$ cat config.mk
export PLATFORM = sky130hd
export DESIGN_NAME = way_evict_picker
export DESIGN_NICKNAME = d
export VERILOG_FILES = /design/src/rtl/evict_pkg.sv /design/src/rtl/evict_tree_store.sv /design/src/rtl/evict_ring_store.sv /design/src/rtl/evict_mru_store.sv /design/src/rtl/way_evict_picker.sv
export SDC_FILE = /design/constraint.sdc
export NUM_CORES = 1
export LEC_CHECK = 0
export ABC_AREA = 1
export BUFFER_PORTS_ARGS = -buffer_cell sky130_fd_sc_hd__buf_2
export CELL_PAD_IN_SITES_DETAIL_PLACEMENT = 0
export CELL_PAD_IN_SITES_GLOBAL_PLACEMENT = 1
export CORE_UTILIZATION = 50
export CTS_CLUSTER_SIZE = 40
export DETAILED_ROUTE_END_ITERATION = 10
export GPL_TIMING_DRIVEN = 0
export PLACE_DENSITY = 0.91
export SETUP_SLACK_MARGIN = 0.4
export SKIP_CTS_REPAIR_TIMING = 1
export SLEW_MARGIN = 20
export SYNTH_ARGS = -nofsm -noshare
export SYNTH_HDL_FRONTEND = slang
export SYNTH_HIERARCHICAL = 1
export SYNTH_SLANG_ARGS = --single-unit
$ cat constraint.sdc
create_clock -name clk -period 5.2 [get_ports clk]
set_clock_uncertainty 0.05 [all_clocks]
set_input_delay 1.04 -clock clk [delete_from_list [all_inputs] [get_ports clk]]
set_output_delay 1.04 -clock clk [all_outputs]
set_load 0.005 [all_outputs]
$ cat src/rtl/evict_pkg.sv
package evict_pkg;

    typedef enum logic [1:0] {
        POL_TREE    = 2'b00,
        POL_ROUND   = 2'b01,
        POL_SKIPMRU = 2'b10,
        POL_SPARE   = 2'b11
    } policy_e;

endpackage

$ cat src/rtl/evict_tree_store.sv
module evict_tree_store #(
    parameter int WAYS = 4,
    parameter int SETS = 16
) (
    input  logic                    clk,
    input  logic                    rst_n,
    input  logic [$clog2(SETS)-1:0] rd_idx,
    input  logic                    touch_valid,
    input  logic [$clog2(WAYS)-1:0] touch_way,
    output logic [$clog2(WAYS)-1:0] victim_o
);
    localparam int WW    = $clog2(WAYS);
    localparam int IDXW  = $clog2(SETS);
    localparam int NODES = WAYS - 1;
    localparam int NIW   = $clog2(NODES);

    logic [NODES-1:0] tree_q [SETS];
    logic [NODES-1:0] cur_bits;
    logic [NODES-1:0] tree_nxt;

    assign cur_bits = tree_q[rd_idx];

    // Path update: each node on the way's path points away from it
    always_comb begin
        int node;
        logic b;
        tree_nxt = cur_bits;
        node = 0;
        for (int lvl = 0; lvl < WW; lvl++) begin
            b = touch_way[WW-1-lvl];
            tree_nxt[node[NIW-1:0]] = ~b;
            node = 2 * node + 1 + int'(b);
        end
    end

    // Victim walk from the root
    always_comb begin
        int node;
        logic b;
        victim_o = '0;
        node = 0;
        for (int lvl = 0; lvl < WW; lvl++) begin
            b = cur_bits[node[NIW-1:0]];
            victim_o[WW-1-lvl] = b;
            node = 2 * node + 1 + int'(b);
        end
    end

    for (genvar s = 0; s < SETS; s++) begin : g_set
        always_ff @(posedge clk or negedge rst_n) begin
            if (!rst_n) begin
                tree_q[s] <= '0;
            end else if (touch_valid && (rd_idx == IDXW'(s))) begin
                tree_q[s] <= tree_nxt;
            end
        end
    end


    touch_away_chk: assert property (@(posedge clk) disable iff (!rst_n)
        touch_valid |=> ((rd_idx != $past(rd_idx)) || (victim_o != $past(touch_way))));


    tree_hold_chk: assert property (@(posedge clk) disable iff (!rst_n)
        !touch_valid |=> (tree_q[$past(rd_idx)] == $past(cur_bits)));

endmodule

$ cat src/rtl/evict_ring_store.sv
module evict_ring_store #(
    parameter int WAYS = 4,
    parameter int SETS = 16
) (
    input  logic                    clk,
    input  logic                    rst_n,
    input  logic [$clog2(SETS)-1:0] rd_idx,
    input  logic                    miss,
    output logic [$clog2(WAYS)-1:0] ptr_o
);
    localparam int WW   = $clog2(WAYS);
    localparam int IDXW = $clog2(SETS);

    logic [WW-1:0] ptr_q [SETS];

    assign ptr_o = ptr_q[rd_idx];

    for (genvar s = 0; s < SETS; s++) begin : g_set
        always_ff @(posedge clk or negedge rst_n) begin
            if (!rst_n) begin
                ptr_q[s] <= '0;
            end else if (miss && (rd_idx == IDXW'(s))) begin
                ptr_q[s] <= ptr_q[s] + WW'(1);
            end
        end
    end


    ptr_step_chk: assert property (@(posedge clk) disable iff (!rst_n)
        miss |=> (ptr_q[$past(rd_idx)] == WW'($past(ptr_o) + WW'(1))));


    ptr_hold_chk: assert property (@(posedge clk) disable iff (!rst_n)
        !miss |=> (ptr_q[$past(rd_idx)] == $past(ptr_o)));

endmodule

$ cat src/rtl/evict_mru_store.sv
module evict_mru_store #(
    parameter int WAYS = 4,
    parameter int SETS = 16
) (
    input  logic                    clk,
    input  logic                    rst_n,
    input  logic [$clog2(SETS)-1:0] rd_idx,
    input  logic                    touch_valid,
    input  logic [$clog2(WAYS)-1:0] touch_way,
    output logic [$clog2(WAYS)-1:0] mru_o
);
    localparam int WW   = $clog2(WAYS);
    localparam int IDXW = $clog2(SETS);

    logic [WW-1:0] mru_q [SETS];

    assign mru_o = mru_q[rd_idx];

    for (genvar s = 0; s < SETS; s++) begin : g_set
        always_ff @(posedge clk or negedge rst_n) begin
            if (!rst_n) begin
                mru_q[s] <= '0;
            end else if (touch_valid && (rd_idx == IDXW'(s))) begin
                mru_q[s] <= touch_way;
            end
        end
    end


    mru_capture_chk: assert property (@(posedge clk) disable iff (!rst_n)
        touch_valid |=> (mru_q[$past(rd_idx)] == $past(touch_way)));

endmodule

$ cat src/rtl/way_evict_picker.sv
module way_evict_picker
    import evict_pkg::*;
#(
    parameter int WAYS = 4,
    parameter int SETS = 16
) (
    input  logic                    clk,
    input  logic                    rst_n,
    input  logic [$clog2(SETS)-1:0] set_idx,
    input  logic                    touch_valid,
    input  logic [$clog2(WAYS)-1:0] touch_way,
    input  logic                    miss,
    input  logic [1:0]              policy,
    output logic [$clog2(WAYS)-1:0] victim
);
    localparam int WW = $clog2(WAYS);

    policy_e       pol;
    logic [WW-1:0] tree_vic;
    logic [WW-1:0] ring_ptr;
    logic [WW-1:0] mru_w;
    logic [WW-1:0] skip_vic;

    assign pol = policy_e'(policy);

    evict_tree_store #(.WAYS(WAYS), .SETS(SETS)) u_tree (
        .clk         (clk),
        .rst_n       (rst_n),
        .rd_idx      (set_idx),
        .touch_valid (touch_valid),
        .touch_way   (touch_way),
        .victim_o    (tree_vic)
    );

    evict_ring_store #(.WAYS(WAYS), .SETS(SETS)) u_ring (
        .clk    (clk),
        .rst_n  (rst_n),
        .rd_idx (set_idx),
        .miss   (miss),
        .ptr_o  (ring_ptr)
    );

    evict_mru_store #(.WAYS(WAYS), .SETS(SETS)) u_mru (
        .clk         (clk),
        .rst_n       (rst_n),
        .rd_idx      (set_idx),
        .touch_valid (touch_valid),
        .touch_way   (touch_way),
        .mru_o       (mru_w)
    );

    // Rotation skips the most recently used way
    assign skip_vic = (ring_ptr == mru_w) ? (ring_ptr + WW'(1)) : ring_ptr;

    always_comb begin
        unique case (pol)
            POL_TREE:    victim = tree_vic;
            POL_ROUND:   victim = ring_ptr;
            POL_SKIPMRU: victim = skip_vic;
            POL_SPARE:   victim = ring_ptr;
            default:     victim = ring_ptr;
        endcase
    end


    skip_mru_chk: assert property (@(posedge clk) disable iff (!rst_n)
        (pol == POL_SKIPMRU) |-> (victim != mru_w));


    spare_round_chk: assert property (@(posedge clk) disable iff (!rst_n)
        (pol == POL_SPARE) |-> (victim == ring_ptr));

endmodule

### Yosys cells after proc, flatten, opt, wreduce, memory -nomap -nowiden

Index checks and enable logic that the tools add are counted.

* bits in registers: 112
* bits of input ports: 12
* output and inout port bits: 2

* add/subtract/negate cells: 19
* order comparisons: 4
* equal/unequal tests: 19
* muxes and demuxes: 16
* bitwise gates (word level): 3
* reduce and logical (&&, ||, !) cells: 36

Operator list (count)
* adder 2 x 1 -> 2 bit (second input constant): 17
* logical AND 1 bit: 33
* == test 4 bit (second input constant): 8
* binary-select mux 2 bit (select 4 bit): 2
* == test 4 x 3 -> 1 bit (second input constant): 4
* binary-select mux 3 bit (select 4 bit): 1
* 2-to-1 mux 2 bit: 5
* == test 4 x 2 -> 1 bit (second input constant): 2
* < comparator 2 x 3 -> 1 bit (second input constant): 2
* 2-to-1 mux 3 bit: 2
* case mux 2 bit (3 select lines): 1
* greater-or-equal comparator 5 bit (second input constant): 1
* NOT 4 -> 5 bit: 1
* adder 1 x 1 -> 2 bit (first input constant): 2
* == test 2 bit (second input constant): 2
* == test 4 x 1 -> 1 bit (second input constant): 1
* zero test 4 bit: 1
* bitwise mux 3 bit: 1
* binary-select mux 1 bit (select 2 bit): 1
* demux 1 bit (select 2 bit): 1
* == test 2 x 1 -> 1 bit (second input constant): 1
* == test 2 bit: 1
* greater-or-equal comparator 2 x 1 -> 1 bit (second input constant): 1
* zero test 2 bit: 1
* 3 further kinds: 5

### Logic depth before layout (Yosys ltp)

Gate-level depths: netlist of the first run.

* depth after elaboration: 8
* depth in mapped cells: 16
* mapped depth without buffers: 15

### Hierarchy

Netlist of the first run, hierarchy kept.

Modules (own cells, without submodules)
* evict_tree_store: instances 1, cells each 368, area an instance 2508.7 sq um, sequential area each 1201.2 sq um
* evict_ring_store: instances 1, cells each 227, area an instance 1731.7 sq um, sequential area each 800.8 sq um
* evict_mru_store: instances 1, cells each 226, area an instance 1710.4 sq um, sequential area each 800.8 sq um
* way_evict_picker: instances 1, cells each 24, area an instance 113.9 sq um, sequential area each 0.0 sq um

### Worst setup path after synthesis of the first run

No wires, ideal clock.

* kind: input port to output port
* from: input set_idx[1]
* to: output victim[0]
* data arrival time: 2056 ps
* setup slack: 2054 ps
* cell stages on the path: 12
* cells stage by stage: clkbuf_1 nor2_1 nand2_1 o21ai_0 o21ai_0 nand2_1 inv_1 nand2_1 nand2_1 nand2_1 nand2_1 nand2_1

* longest elaborated chain between the ends: 8
* elaborated cells between the ends (all ways): 17

Ends and longest elaborated chain
* start, declared: line way_evict_picker.sv:9 `input logic [$clog2(SETS)-1:0] set_idx,`
* NOT 4 -> 5 bit (implied by the code) *: line evict_tree_store.sv:21 `assign cur_bits = tree_q[rd_idx];`
* binary-select mux 3 bit (select 4 bit) *: line evict_tree_store.sv:21
* 2-to-1 mux 3 bit (implied by the code) * (2 in series): line evict_tree_store.sv:21
* via tree_vic[1]: line way_evict_picker.sv:19 `logic [WW-1:0] tree_vic;`
* adder 1 x 1 -> 2 bit: line evict_tree_store.sv:45 `node = 2 * node + 1 + int'(b);`
* binary-select mux 1 bit (select 2 bit) *: line evict_tree_store.sv:43 `b = cur_bits[node[NIW-1:0]];`
* 2-to-1 mux 1 bit (implied by the code) *: line evict_tree_store.sv:43
* via tree_vic[0]: line way_evict_picker.sv:19
* case mux 2 bit (3 select lines) *: line way_evict_picker.sv:56 `unique case (pol)`
* end, declared: line way_evict_picker.sv:14 `output logic [$clog2(WAYS)-1:0] victim`

Mark *: on every way through the listed nets, which the timed path passes. The rest lies on a longest branch. The select of a mux whose other input is x is not followed.

### Final worst setup path of the first run

Same ends and word-level chain as after synthesis.

==> insert_results.sql, run 1 <==
INSERT INTO impl_metrics (metric_group, metric, value, unit) VALUES
('outcome', 'status', 'finished with violations', ''),
('outcome', 'violations', 'DRC', ''),
('setup_path', 'arrival', '2890', 'ps'),
('yosys', 'seq_area_frac_synth', '46.2', '%'),
('routing', 'drt-pass1-iter-count', '10', ''),
('sta', 'max-slew-margin-rel', '61.1', '%'),
('power', 'lkg_pwr', '3.57', 'nW'),
('sta', 'whs', '421', 'ps'),
('clock_network', 'clock_latency', '360', 'ps'),
('setup_path', 'criticalPathCategory', 'in -> out', ''),
('hold_path', 'min-delay-path-class', 'reg -> reg', ''),
('sta', 'post-route-min-period', '3980', 'ps'),
('setup_path', 'critPathSlowestCell', 'sky130_fd_sc_hd__clkbuf_1', ''),
('routing', 'drt-vias-per-instance', '5.14', ''),
('sta', 'hold_violations', '0', ''),
('clock_network', 'h-tree-depth', '3', ''),
('clock_network', 'cts_root_buffer', 'sky130_fd_sc_hd__clkbuf_16', ''),
('setup_path', 'max_stage_delay', '430', 'ps'),
('routing', 'drc_errors', '1', ''),
('routing', 'routedWlPerCell', '14.3', 'um'),
('setup_path', 'critical_path.max_fanout', '10', ''),
('setup_path', 'required', '4110', 'ps'),
('flow_run', 'max-cap-violations', '0', ''),
('routing', 'drt-total-wl', '14600', 'um'),
('clock_network', 'clock_sinks', '112', ''),
('cells_and_area', 'post_route_cells_drive_above_1_share', '8.69', '%'),
('cells_and_area', 'utilization', '57.5', '%'),
('yosys', 'syn-cell-area', '6060', 'um2'),
('floorplanning', 'die_width', '112', 'um'),
('global_routing', 'grt_use_total', '25.4', '%'),
('cells_and_area', 'synthToLayoutAreaGrowth', '10.1', '%'),
('yosys', 'mappedNetlistNets', '857', ''),
('clock_network', 'total_clock_buffers_created_by_cts', '9', ''),
('global_routing', 'grt_antenna_before_repair', '0', ''),
('yosys', 'ys_ff_latch', '112', ''),
('floorplanning', 'design.die.area', '12600', 'um2'),
('place', 'dp.cells', '1002', ''),
('power', 'power.total', '2.67', 'mW'),
('power', 'vdd_drop_max', '0.000185', 'V'),
('setup_path', 'r2r_setup_slack', '3640', 'ps'),
('cells_and_area', 'antenna_cells', '0', ''),
('setup_path', 'cp_common_cell', 'sky130_fd_sc_hd__nand2_1', ''),
('cells_and_area', 'final_design_area_no_fill', '6680', 'um2'),
('sta', 'totalNegativeSetupSlack', '0', 'ps'),
('sta', 'worst_slew_pin_slew', '584', 'ps'),
('sta', 'timing.final.crit_share', '76.6', '%'),
('place', 'setup_slack_after_placement', '1230', 'ps'),
('yosys', 'synth_cells', '845', ''),
('floorplanning', 'placementRows', '39', ''),
('power', 'cellPowerDensity', '399', 'nW/um2'),
('place', 'gpl.final_weighted_congestion', '0.890', ''),
('global_routing', 'grt_first_pass_wirelength', '25000', 'um'),
('sta', 'final-max-slew-violation-count', '0', ''),
('sta', 'finalWorstSetupSlack', '1220', 'ps'),
('routing', 'route.vias.total', '5230', ''),
('place', 'placement.io_buffers', '13', ''),
('yosys', 'synthesis.area_per_instance', '7.18', 'um2'),
('cells_and_area', 'fill_cells', '1128', ''),
('clock_network', 'tritoncts', 'yes', ''),
('routing', 'drt_first_iter_violations', '260', ''),
('place', 'dpl_cell_area', '6340', 'um2'),
('sta', 'timing.fmax', '251', 'MHz'),
('sta', 'setup-violations-final', '0', ''),
('clock_network', 'max-clock-path-buffers', '2', ''),
('cells_and_area', 'nets', '882', ''),
('setup_path', 'crit_family', 'buffers and inverters', ''),
('setup_path', 'timing.critical_path.buf_inv', '4', ''),
('clock_network', 'worst_setup_hold_path_clk_slew', '70', 'ps'),
('setup_path', 'critical_path.startpoint_type', 'input port', ''),
('floorplanning', 'placeableCoreArea', '11600', 'um2'),
('routing', 'ant_nets', '0', ''),
('setup_path', 'timing.critical_path.cells', 'buf_2 -> clkbuf_1 -> nor2_1 -> nand2_1 -> o21ai_0 -> o21ai_0 -> nand2_1 -> inv_1 -> nand2_1 -> nand2_1 -> nand2_1 -> nand2_1 -> nand2_1 -> buf_2', ''),
('cells_and_area', 'finalNonFillerCells', '1018', ''),
('floorplanning', 'floorplan.initialDensity', '52.2', '%'),
('global_routing', 'first_global_vias', '5280', ''),
('setup_path', 'end_kind', 'output port', ''),
('floorplanning', 'number_of_top_level_design_ports', '14', ''),
('place', 'place.detailed.hpwl', '10300', 'um'),
('floorplanning', 'fp.dieH', '112', 'um'),
('global_routing', 'grt_max_degree', '79', ''),
('sta', 'setup_repair_after_global_routing_missed_its_margin', 'no', ''),
('yosys', 'synth_warnings', '6', ''),
('yosys', 'post_synth_num_cell_types', '28', ''),
('global_routing', 'globalRoute.totalOverflow', '0', '');
==> power breakdown <==
part           switching (mW)  internal (mW)  total [mW]  leakage, nW
sequential              0.163           1.12        1.29         1.39
clock                   0.315          0.469       0.784        0.162
combinational           0.354          0.239       0.594         2.02
==> path summary, 6_finish.rpt <==
kind,from,endpoint,cells past startpoint
setup / recovery,set_idx[1],victim[0],14
hold / removal,u_ring/ptr_q[21]$_DFFE_PN0P_,u_ring/ptr_q[21]$_DFFE_PN0P_,1
setup reg to reg,u_tree/tree_q[47]$_DFFE_PN0P_,u_tree/tree_q[35]$_DFFE_PN0P_,11
hold reg to reg,u_ring/ptr_q[21]$_DFFE_PN0P_,u_ring/ptr_q[21]$_DFFE_PN0P_,1
max in group asynchronous,rst_n,u_tree/tree_q[9]$_DFFE_PN0P_,2
min in group asynchronous,rst_n,u_mru/mru_q[23]$_DFFE_PN0P_,1
==> sequential cells by signal, indices dropped and copies added (netlist names) <==
register / count
u_tree/tree_q: 48
u_ring/ptr_q: 32
u_mru/mru_q: 32
==> cell usage in the layout, fill, tap and decap left out <==
cell type,netlist,layout
sky130_fd_sc_hd__nor2_4,6,6
sky130_fd_sc_hd__nand3_1,45,45
sky130_fd_sc_hd__o21ai_1,16,16
sky130_fd_sc_hd__xor2_1,22,22
sky130_fd_sc_hd__nand4_1,7,7
sky130_fd_sc_hd__buf_4,6,6
sky130_fd_sc_hd__clkbuf_16,0,9
sky130_fd_sc_hd__clkinv_2,1,3
sky130_fd_sc_hd__nor3b_2,1,1
sky130_fd_sc_hd__a21oi_1,12,12
sky130_fd_sc_hd__nand2_1,411,411
sky130_fd_sc_hd__a31oi_1,1,1
sky130_fd_sc_hd__inv_1,66,66
sky130_fd_sc_hd__clkinvlp_4,0,1
sky130_fd_sc_hd__nand3_2,2,2
sky130_fd_sc_hd__buf_12,1,1
sky130_fd_sc_hd__nor2_2,5,5
sky130_fd_sc_hd__or2_4,1,1
sky130_fd_sc_hd__nor2_1,65,65
sky130_fd_sc_hd__buf_2,8,20
sky130_fd_sc_hd__nand2_2,2,2
sky130_fd_sc_hd__o21ai_0,29,29
sky130_fd_sc_hd__clkbuf_1,6,7
sky130_fd_sc_hd__nor3_4,2,2
sky130_fd_sc_hd__xnor2_1,6,6
sky130_fd_sc_hd__inv_2,6,6
sky130_fd_sc_hd__o211ai_2,1,1
sky130_fd_sc_hd__nand3_4,2,2
sky130_fd_sc_hd__buf_6,3,4
sky130_fd_sc_hd__dfrtp_1,112,112
sky130_fd_sc_hd__buf_16,0,1
sky130_fd_sc_hd__bufinv_16,0,3
==> Yosys cell counts, drive strengths merged <==
cell type	n	area (um2)
xor2	22	193
buf	18	139
nor2	76	343
a31oi	1	6.26
o21ai	45	225
inv	72	270
nand3	49	280
a21oi	12	60.1
nand2	413	1560
xnor2	6	52.6
clkinv	1	5.00
nor3b	1	12.5
clkbuf	6	22.5
nor3	2	32.5
or2	1	8.76
o211ai	1	12.5
dfrtp	112	2800
nand4	7	43.8
==> cell families after synthesis <==
logic type             count (synthesis)  share of synthesized area (%)
AND/OR/NAND/NOR                      549                           37.5
flip-flops                           112                           46.2
buffers and inverters                 97                           7.20
AO/OA/AOI/OAI                         59                           5.01
XOR/XNOR                              28                           4.04
==> layout make-up <==
| type | instances | area [um2] | area share (%) |
|---|---|---|---|
| buffer | 24 | 161 | 2.42 |
| clock buffer | 10 | 229 | 3.43 |
| clock inverter | 6 | 108 | 1.61 |
| inverter | 73 | 275 | 4.12 |
| multi-input combinational | 636 | 2830 | 42.3 |
| sequential | 112 | 2800 | 42.0 |
| tap | 143 | 179 | 2.68 |
| timing repair buffer | 14 | 98.8 | 1.48 |
==> routing by layer <==
metal | global-route usage (%) | wire length [um]
met3 | 5.35 | 760
met1 | 33.0 | 6520
met5 | 0 | 0
met2 | 42.6 | 7010
met4 | 7.82 | 266
(Power assumes the default switching activity.)
==> inputs of run 2 (changes only) <==
- CORE_UTILIZATION: 50 -> 46
- PLACE_DENSITY: 0.91 -> 0.85
- clock period: 5.2 -> 3.7 ns (I/O delays scaled with it)
==> run 2 against run 1 <==
  * The run now ends clean
  * Non-clock buffer count did not move
  * First-iteration DRC count grew 60%
  * Die area rose by 8.5%
  * Final area up 0.41%
  * Register-to-register slack got worse by 1600 ps
  * Hold slack lost 160 ps
  * Via count rose by 1.0%
  * Final cell count grew 2.8%
  * Critical path depth increased by 3
  * Critical endpoint unchanged
  * Largest cell class unchanged
  * Largest power group unchanged
==> insert_results.sql, run 2 (synthesis results as in run 1) <==
INSERT INTO impl_metrics (metric_group, metric, value, unit) VALUES
('setup_path', 'required', '2910', 'ps'),
('floorplanning', 'design.die.area', '13600', 'um2'),
('setup_path', 'critical_path.max_fanout', '11', ''),
('sta', 'timing.fmax', '322', 'MHz'),
('power', 'p_sw', '1.18', 'mW'),
('place', 'dpl_cell_area', '6380', 'um2'),
('clock_network', 'cts_root_buffer', 'sky130_fd_sc_hd__clkbuf_16', ''),
('setup_path', 'criticalPathCategory', 'in -> out', ''),
('sta', 'finalWorstSetupSlack', '590', 'ps'),
('routing', 'ant_nets', '0', ''),
('routing', 'drt-pass1-iter-count', '7', ''),
('place', 'dp.cells', '1031', ''),
('power', 'clock_power_share', '26.4', '%'),
('floorplanning', 'placementRows', '41', ''),
('clock_network', 'worst_setup_hold_path_clk_slew', '70', 'ps'),
('setup_path', 'critical_path.startpoint_type', 'input port', ''),
('power', 'cellInternalPower', '2.42', 'mW'),
('global_routing', 'grt_antenna_before_repair', '0', ''),
('setup_path', 'max_stage_delay', '250', 'ps'),
('global_routing', 'grt_max_degree', '67', ''),
('cells_and_area', 'post_route_cells_drive_above_1_share', '9.26', '%'),
('sta', 'worst_slew_pin_slew', '613', 'ps'),
('cells_and_area', 'finalNonFillerCells', '1047', ''),
('power', 'seqPwrFrac', '50.3', '%'),
('routing', 'drt-total-wl', '14900', 'um'),
('place', 'place.detailed.hpwl', '10500', 'um'),
('outcome', 'status', 'finished, final reports clean', ''),
('place', 'placement.io_buffers', '13', ''),
('sta', 'whs', '261', 'ps'),
('cells_and_area', 'mostFrequentLayoutCell', 'sky130_fd_sc_hd__nand2_1', ''),
('place', 'gpl.final_weighted_congestion', '0.853', ''),
('setup_path', 'timing.critical_path.cells', 'clkbuf_4 -> inv_2 -> buf_2 -> nand2_1 -> nand2_1 -> nand2_1 -> nand2_1 -> nand2_1 -> nand2_1 -> inv_1 -> nand2_1 -> nand3_2 -> inv_1 -> nand2_1 -> nand3_1 -> nand2_1 -> buf_2', ''),
('routing', 'route.vias.total', '5283', ''),
('clock_network', 'tritoncts', 'yes', ''),
('cells_and_area', 'synthToLayoutAreaGrowth', '10.6', '%'),
('sta', 'setup-violations-final', '0', ''),
('sta', 'totalNegativeSetupSlack', '0', 'ps'),
('power', 'power.share.combinational', '23.3', '%'),
('power', 'p_sw_share', '32.7', '%'),
('cells_and_area', 'top_reg_by_flops', 'u_tree/tree_q', ''),
('cells_and_area', 'nets', '882', ''),
('cells_and_area', 'utilization', '52.7', '%'),
('sta', 'post-route-min-period', '3110', 'ps'),
('power', 'cellPowerDensity', '536', 'nW/um2'),
('clock_network', 'clock_sinks', '112', ''),
('routing', 'drt-vias-per-instance', '5.05', ''),
('cells_and_area', 'largest_register_ffs', '48', ''),
('sta', 'hold_violations', '0', ''),
('setup_path', 'end_kind', 'output port', ''),
('power', 'vdd_drop_max', '0.000386', 'V'),
('clock_network', 'clock_latency', '350', 'ps'),
('routing', 'drt_first_iter_violations', '416', ''),
('global_routing', 'globalRoute.totalOverflow', '0', ''),
('global_routing', 'grt_use_total', '23.7', '%'),
('flow_run', 'max-cap-violations', '0', ''),
('cells_and_area', 'largest_registers', 'u_tree/tree_q x48, u_mru/mru_q x32, u_ring/ptr_q x32', ''),
('setup_path', 'arrival', '2320', 'ps'),
('setup_path', 'cp_common_cell', 'sky130_fd_sc_hd__nand2_1', ''),
('sta', 'timing.final.crit_share', '84.1', '%'),
('floorplanning', 'placeableCoreArea', '12700', 'um2'),
('routing', 'routedWlPerCell', '14.3', 'um'),
('cells_and_area', 'final_design_area_no_fill', '6710', 'um2'),
('sta', 'setup_repair_after_global_routing_missed_its_margin', 'no', ''),
('sta', 'max-slew-margin-rel', '59.1', '%'),
('floorplanning', 'floorplan.initialDensity', '47.7', '%'),
('floorplanning', 'die_width', '117', 'um'),
('clock_network', 'h-tree-depth', '3', ''),
('power', 'lkg_pwr', '3.55', 'nW'),
('routing', 'drc_errors', '0', ''),
('setup_path', 'critPathSlowestCell', 'sky130_fd_sc_hd__buf_2', ''),
('place', 'setup_slack_after_placement', '146', 'ps'),
('global_routing', 'grt_first_pass_wirelength', '24400', 'um'),
('cells_and_area', 'antenna_cells', '0', ''),
('global_routing', 'first_global_vias', '4936', ''),
('power', 'power.total', '3.59', 'mW'),
('hold_path', 'min-delay-path-class', 'in -> async', ''),
('floorplanning', 'fp.dieH', '117', 'um'),
('clock_network', 'total_clock_buffers_created_by_cts', '9', ''),
('cells_and_area', 'layout.cells.most_common_list', '410 x sky130_fd_sc_hd__nand2_1, 112 x sky130_fd_sc_hd__dfrtp_1, 66 x sky130_fd_sc_hd__inv_1', ''),
('sta', 'final-max-slew-violation-count', '0', ''),
('clock_network', 'max-clock-path-buffers', '2', ''),
('floorplanning', 'number_of_top_level_design_ports', '14', '');
==> run 2: path summary, 6_finish.rpt <==
path,from,endpoint,slack (ps),cells after the start
min in group clk,u_ring/ptr_q[11]$_DFFE_PN0P_,u_ring/ptr_q[11]$_DFFE_PN0P_,420,1
min reg2reg,u_ring/ptr_q[11]$_DFFE_PN0P_,u_ring/ptr_q[11]$_DFFE_PN0P_,420,1
max in group asynchronous,rst_n,u_mru/mru_q[5]$_DFFE_PN0P_,2670,2
max,set_idx[0],victim[0],590,17
max reg2reg,u_tree/tree_q[26]$_DFFE_PN0P_,u_tree/tree_q[8]$_DFFE_PN0P_,2070,11
min,rst_n,u_tree/tree_q[8]$_DFFE_PN0P_,260,1
==> run 2: worst max-delay path: cells and delay by family <==
kind / cells / cell delay, ps
buf+inv: 6 / 790
simple gates: 11 / 780
==> run 2: area by class of cell <==
type                            instances  area, um2
Clock inverter                          5       41.3
Timing Repair Buffer                   14        104
Inverter                               73        278
Buffer                                 24        170
Multi-Input combinational cell        636       2840
Fill cell                            1274       6020
Sequential cell                       112       2800
Tap cell                              172        215
Clock buffer                           11        253
==> run 2: per-layer routing <==
layer  GRT usage, %  vias to the layer above  wire length (um)
li1               -                     2645                 -
met1           33.2                     2496              7080
met2           36.4                      121              6880
met3           5.66                       21               735
met4           7.68                        0               252
met5              0                        -                 0
==> run 2: power groups by stage <==
stage / Clock (mW) / Combinational [mW] / Sequential [mW]
floorplan: 0 / 0.637 / 1.77
global placement: 0 / 0.810 / 1.81
detailed placement: 0 / 0.837 / 1.82
CTS: 0.987 / 0.841 / 1.80
global route: 1.02 / 0.972 / 1.85
finish: 0.947 / 0.837 / 1.81
